### src/rtl/irq_pair_pkg.sv
package irq_pair_pkg;
  typedef enum logic [1:0] {
    SEL_NONE   = 2'd0,
    SEL_STATUS = 2'd1,
    SEL_MASK   = 2'd2
  } reg_sel_e;
endpackage

### src/rtl/irq_addr_dec.sv
module irq_addr_dec
  import irq_pair_pkg::*;
#(
  parameter int unsigned AW = 4,
  parameter logic [AW-1:0] BASE_ADDR = '0
) (
  input  logic [AW-1:0] addr_i,
  output reg_sel_e      sel_o
);
  localparam logic [AW-1:0] MaskAddr = AW'(BASE_ADDR + 1'b1);

  always_comb begin
    if (addr_i == BASE_ADDR)     sel_o = SEL_STATUS;
    else if (addr_i == MaskAddr) sel_o = SEL_MASK;
    else                         sel_o = SEL_NONE;
  end
endmodule

### src/rtl/irq_status_reg.sv
module irq_status_reg #(
  parameter int unsigned DW = 8
) (
  input  logic          clk_i,
  input  logic          rst_ni,
  input  logic [DW-1:0] set_i,
  input  logic          clr_en_i,
  input  logic [DW-1:0] clr_i,
  output logic [DW-1:0] status_o
);
  for (genvar b = 0; b < DW; b++) begin : g_bit
    logic bit_q;
    always_ff @(posedge clk_i or negedge rst_ni) begin
      if (!rst_ni)                  bit_q <= 1'b0;
      else if (set_i[b])            bit_q <= 1'b1;  // set beats clear
      else if (clr_en_i && clr_i[b]) bit_q <= 1'b0;
    end
    assign status_o[b] = bit_q;
  end
endmodule

### src/rtl/irq_mask_reg.sv
module irq_mask_reg #(
  parameter int unsigned DW = 8,
  parameter logic [DW-1:0] MASK_RST = '1
) (
  input  logic          clk_i,
  input  logic          rst_ni,
  input  logic          wr_i,
  input  logic [DW-1:0] wdata_i,
  output logic [DW-1:0] mask_o
);
  always_ff @(posedge clk_i or negedge rst_ni) begin
    if (!rst_ni)   mask_o <= MASK_RST;
    else if (wr_i) mask_o <= wdata_i;
  end
endmodule

### src/rtl/irq_req_gen.sv
module irq_req_gen #(
  parameter int unsigned DW = 8
) (
  input  logic          clk_i,
  input  logic          rst_ni,
  input  logic [DW-1:0] status_i,
  input  logic [DW-1:0] mask_i,
  output logic          irq_o
);
  logic [DW-1:0] pend;
  assign pend = status_i & ~mask_i;

  always_ff @(posedge clk_i or negedge rst_ni) begin
    if (!rst_ni) irq_o <= 1'b0;
    else         irq_o <= |pend;
  end
endmodule

### src/rtl/irq_pair.sv
module irq_pair
  import irq_pair_pkg::*;
#(
  parameter int unsigned DW = 8,
  parameter int unsigned AW = 4,
  parameter logic [AW-1:0] BASE_ADDR = 4'h4,
  parameter logic [DW-1:0] MASK_RST = 8'hF0
) (
  input  logic          clk_i,
  input  logic          rst_ni,
  input  logic [DW-1:0] set_i,
  input  logic          wr_en_i,
  input  logic [AW-1:0] addr_i,
  input  logic [DW-1:0] wdata_i,
  output logic [DW-1:0] rdata_o,
  output logic          irq_o
);
  reg_sel_e      sel;
  logic [DW-1:0] status_q;
  logic [DW-1:0] mask_q;

  irq_addr_dec #(.AW(AW), .BASE_ADDR(BASE_ADDR)) u_dec (
    .addr_i (addr_i),
    .sel_o  (sel)
  );

  irq_status_reg #(.DW(DW)) u_status (
    .clk_i    (clk_i),
    .rst_ni   (rst_ni),
    .set_i    (set_i),
    .clr_en_i (wr_en_i && sel == SEL_STATUS),
    .clr_i    (wdata_i),
    .status_o (status_q)
  );

  irq_mask_reg #(.DW(DW), .MASK_RST(MASK_RST)) u_mask (
    .clk_i   (clk_i),
    .rst_ni  (rst_ni),
    .wr_i    (wr_en_i && sel == SEL_MASK),
    .wdata_i (wdata_i),
    .mask_o  (mask_q)
  );

  irq_req_gen #(.DW(DW)) u_req (
    .clk_i    (clk_i),
    .rst_ni   (rst_ni),
    .status_i (status_q),
    .mask_i   (mask_q),
    .irq_o    (irq_o)
  );

  always_comb begin
    unique case (sel)
      SEL_STATUS: rdata_o = status_q;
      SEL_MASK:   rdata_o = mask_q;
      default:    rdata_o = '0;
    endcase
  end
endmodule

### config.mk
export PLATFORM = sky130hd
export DESIGN_NAME = irq_pair
export DESIGN_NICKNAME = d
export VERILOG_FILES = /design/src/rtl/irq_pair_pkg.sv /design/src/rtl/irq_addr_dec.sv /design/src/rtl/irq_status_reg.sv /design/src/rtl/irq_mask_reg.sv /design/src/rtl/irq_req_gen.sv /design/src/rtl/irq_pair.sv
export SDC_FILE = /design/constraint.sdc
export NUM_CORES = 1
export LEC_CHECK = 0
export ABC_AREA = 0
export BUFFER_PORTS_ARGS = -buffer_cell sky130_fd_sc_hd__buf_2
export CAP_MARGIN = 5
export CORE_ASPECT_RATIO = 0.9
export CORE_MARGIN = 2
export CORE_UTILIZATION = 25
export DETAILED_ROUTE_END_ITERATION = 8
export PLACE_DENSITY_LB_ADDON = 0.15
export SLEW_MARGIN = 20
export SYNTH_ARGS = -nofsm -noshare
export SYNTH_HDL_FRONTEND = slang
export SYNTH_HIERARCHICAL = 1
export SYNTH_SLANG_ARGS = --single-unit
### constraint.sdc
create_clock -name clk_i -period 3.2 [get_ports clk_i]
set_clock_uncertainty 0.2 [all_clocks]
set_input_delay 0.64 -clock clk_i [delete_from_list [all_inputs] [get_ports clk_i]]
set_output_delay 0.64 -clock clk_i [all_outputs]
set_load 0.02 [all_outputs]
======== Word level (Yosys, flattened, before mapping) ========
Index checks and enable logic that the tools add are counted.
word-level totals
  flip-flop bits (word level) ............. 17
  output and inout port bits .............. 9
  logic and storage cells ................. 54
operators by class
  equal/unequal tests ..................... 4
  muxes and demuxes ....................... 19
  bitwise gates (word level) .............. 2
  reductions and logical operators ........ 19
operators by type and width
  cell                                                 count
  2-to-1 mux 1 bit                                     16
  one-hot mux 8 bit (2 select lines)                   1
  nonzero test 2 bit                                   8
  logical AND 1 bit                                    10
  bitwise AND 8 bit                                    1
  equality test 4 x 3 -> 1 bit, second input constant  2
  inverter 8 bit                                       1
  OR reduction 8 bit                                   1
  2-to-1 mux 2 bit                                     2
  equality test 2 x 1 -> 1 bit, second input constant  1
  equality test 2 bit, second input constant           1

======== Longest topological paths before layout ========
  word-level depth ........................ 8
  depth in mapped cells ................... 8
  depth with buffers taken out ............ 6

======== Modules after synthesis ========
Netlist, hierarchy kept.
by module, submodules not included
  module          instances  cells each  area an instance (µm²)  sequential area each (µm²)
  irq_status_reg  1          33          357.8                   200.2
  irq_mask_reg    1          17          336.6                   205.2
  irq_pair        1          25          224.0                   0.0
  irq_req_gen     1          14          87.6                    25.0
  irq_addr_dec    1          2           27.5                    0.0

======== Worst setup path before layout ========
OpenSTA, ideal clock, no wires.
  path kind ............................... in2out
  start ................................... input port addr_i[1]
  end ..................................... output port rdata_o[0]
  arrival ................................. 1.714 ns
  slack ................................... 0.646 ns
  stages on the path ...................... 5
  path buffers ............................ 1
  path through ............................ nor4b_2 -> inv_1 -> ha_1 -> clkbuf_2 -> nor2_2
on the way
  longest elaborated chain between the ends .. 5
  elaborated cells on any way between the ends .. 7
RTL lines
  what                                                                        RTL line            text
  from (decl)                                                                 irq_pair.sv:13      input logic [AW-1:0] addr_i,
  equality test 4 x 3 -> 1 bit                                                irq_addr_dec.sv:14  else if (addr_i == MaskAddr) sel_o = SEL_MASK;
  2-to-1 mux 2 bit                                                            irq_addr_dec.sv:14
  2-to-1 mux 2 bit (*)                                                        irq_addr_dec.sv:13  if (addr_i == BASE_ADDR) sel_o = SEL_STATUS;
  equality test 2 bit / equality test 2 x 1 -> 1 bit (equally long branches)  irq_pair.sv:53      unique case (sel)
  one-hot mux 8 bit (2 select lines) (*)                                      irq_pair.sv:53
  to (decl)                                                                   irq_pair.sv:15      output logic [DW-1:0] rdata_o,
Every way passes the cells marked *; elsewhere a longest branch is shown, timed or not.

======== Worst setup path in the final report ========
  start ................................... input port addr_i[1]
  end ..................................... output port rdata_o[5]
on the way
  elaborated cells on any way between the ends .. 7
RTL lines
  what                                                                        RTL line            text
  equality test 4 x 3 -> 1 bit (*)                                            irq_addr_dec.sv:13
  2-to-1 mux 2 bit (*)                                                        irq_addr_dec.sv:13
  via sel[0]                                                                  irq_pair.sv:18      reg_sel_e sel;
  equality test 2 bit / equality test 2 x 1 -> 1 bit (equally long branches)  irq_pair.sv:53
  one-hot mux 8 bit (2 select lines) (*)                                      irq_pair.sv:53
Mark *: on every way through the listed nets, which the timed path passes. The rest lies on a longest branch.

==> results.cfg <==
[drt]
route.met3.wl_um = 117
drt-total-wl_um = 2133
avgRoutedWirePerCell_um = 13.17
wl_met1_um = 1012
drtIter0Drc = 23
drc_errors = 0
met2_wirelength_um = 1004
drt_pass1_iterations = 4
ant_nets = 0
num_vias = 690
maxUsedRoutingLayer = met3
viasPerCell = 4.259

[place]
hpwl_um = 1596
port-buffer-count = 31
dpl_cell_area_um2 = 1150
place_inst = 158
place_congestion = 0.7056

[yosys]
synth-main-ff-cell = dfrtp_1
yosysSeqAreaShare = 0.4165
synth_edf_count = 0
ys_top_cells_by_area = dfrtp_1 31%, mux2_4 12%, dfstp_2 10%
synthArstFlopShare = 1.000
syn-cell-area_um2 = 1033
synth_cells = 91
yosysTopAreaCell = dfrtp_1
synth_compound_area_frac = 0.1792
synth_top_family_by_area = compound AO/OA/AOI/OAI gates
synth.mux.area_fraction = 0.1162
synth_nets = 116
synth.avg_cell_area_um2 = 11.36
netlist_top_cells_count = 13 x dfrtp_1, 10 x inv_1, 9 x buf_4
synth_seq_cells = 17
synthAdderAreaFrac = 0.02421
synth_cell_types = 18
yosys.area_share.xor_xnor = 0
synth.most_common_cell = dfrtp_1
synth_simple_gate_area_share = 0.1247
synth_top_area_frac = 0.3148
ys_warn_count = 6

[grt]
grt_pass1_wl_um = 3477
antenna_found_initial = 0
grtUsageTotal = 0.09977
grt_max_degree = 18
grt_overflow = 0
grt_pass1_vias = 701

[setup_path]
end_kind = primary output
path_max_fanout = 8
cp-start-kind = primary input
critPathArrivalTime_ns = 1.95
rr_startpoint = u_mask/mask_o[6]$_DFFE_PN1P_
crit_type = in -> out
cp-endpoint = rdata_o[5]
cp.required_ns = 2.36
reg2reg_to = u_req/irq_o$_DFF_PN0_
crit_start = addr_i[1]
reg2reg_slack_ns = 1.70
rr_worst_depth = 2

[clocking]
post-cts-setup-buffers = 0
cts_root_buffer = clkbuf_8
cts_tree = built
htree_levels = 1
cts.sinks = 17
postCtsHoldBufs = 0
worstSkewPairLatency_ns = 0.26
cts-resized-gates = 0
cts_buffer_depth = 2
clkTransAtPathRegs_ns = 0.08
cts_buffers = 3

[finish]
final_util = 0.2976
multi_input_area_um2 = 459.2
layout.cells.non_filler = 162
fillers = 439
drive_above_1_share = 0.5877
fin_nets = 140
fin_area_um2 = 1196
synthToLayoutAreaGrowth_pct = 15.74
ff_latch_area_um2 = 430.4
n_antenna_cell = 0

[sta]
finalSetupTns_ns = 0
setup_violations = 0
worst_pin_slew_ns = 0.4623
fin_crit_sh = 0.8717
maxSlewHeadroom = 0.6918
rsz0062_at_grt = no
max_freq_ghz = 0.3585
finalMaxSlewViolations = 0
finalHoldViolations = 0
min_period_ns = 2.789

[power]
power_density_nw_per_um2 = 437.3
p_leak_nw = 0.5376
peakVddDrop_uv = 204.5

[floorplanning]
io_pins = 32
die-area_um2 = 4665
dieHeight_um = 65.00
start_util = 0.2572
core_region_area_um2 = 4019
die_w_um = 71.78
row_count = 22

[outcome]
outcome = completed

[hold_path]
hp-class = in -> async

[job]
drv_cap = 0
layer usage:
layer	track usage	vias to the layer above
li1	-	344
met1	0.1321	329
met5	0	-
met4	0.01415	0
met3	0.04044	0
met2	0.1563	17
power breakdown:
| part | switching, mW | internal (mW) | leakage, nW | total (mW) |
|---|---|---|---|---|
| Clock | 0.0756 | 0.0863 | 0.0255 | 0.162 |
| Sequential | 0.0261 | 0.250 | 0.171 | 0.276 |
| Combinational | 0.0312 | 0.0538 | 0.342 | 0.0850 |
stage by stage:
stage | power (mW) | hold WS, ns | worst slack (ns)
2_1_floorplan | 0.3345 | 0.1444 | 0.6459
5_1_grt | 0.5513 | 0.1272 | 0.2919
3_3_place_gp | 0.3632 | 0.3140 | 0.3899
6_report | 0.5230 | 0.1079 | 0.4107
3_5_place_dp | 0.3656 | 0.3287 | 0.3865
4_1_cts | 0.5305 | 0.1211 | 0.3832
final cells by class:
class | instances | area share
Clock inverter | 1 | 0.004184
Inverter | 10 | 0.03138
Clock buffer | 3 | 0.03452
Multi-Input combinational cell | 51 | 0.3839
Tap cell | 48 | 0.05021
Timing Repair Buffer | 32 | 0.1360
Sequential cell | 17 | 0.3598
layout by cell type, fill, tap and decap left out:
cell type and count:
inv_1 10, and2_2 1, dfstp_2 4, o22ai_1 4, or4_1 1, and2_1 1
nor2_2 8, nor4b_2 1, buf_2 31, clkinv_2 1, nand2_1 8, clkbuf_8 3
buf_4 1, dfrtp_1 13, and4bb_2 1, a21o_1 8, mux2_4 8, ha_1 2
a22oi_2 8
critical path: stages:
cell     delay, ns
buf_2         0.11
nor4b_2       0.30
inv_1         0.08
ha_1          0.47
nor2_2        0.17
buf_2         0.17
worst min-delay path by stage:
stage,from,to,slack (ns),depth (start not counted)
after detailed placement,u_status/g_bit[7].bit_q$_DFFE_PN0P_,u_status/g_bit[7].bit_q$_DFFE_PN0P_,0.33,1
after CTS,rst_ni,u_status/g_bit[1].bit_q$_DFFE_PN0P_,0.12,1
final,rst_ni,u_status/g_bit[6].bit_q$_DFFE_PN0P_,0.11,1
after global routing,rst_ni,u_status/g_bit[1].bit_q$_DFFE_PN0P_,0.13,1
after floorplan,rst_ni,u_mask/mask_o[0]$_DFFE_PN0P_,0.14,0
after global placement,u_status/g_bit[7].bit_q$_DFFE_PN0P_,u_status/g_bit[7].bit_q$_DFFE_PN0P_,0.31,1
logic make-up (layout without fill, tap and decap cells):
| kind of cell | count (synthesis) | after routing |
|---|---|---|
| buf+inv | 23 | 46 |
| simple gates | 21 | 21 |
| compound gates | 20 | 20 |
| flops | 17 | 17 |
| mux | 8 | 8 |
| fa+ha+maj | 2 | 2 |
flip-flops by register name (all words and copies together) (netlist names):
signal                cells
u_mask/mask_o             8
u_req/irq_o               1
u_status/g_bit.bit_q      8
(Power assumes the default switching activity.)
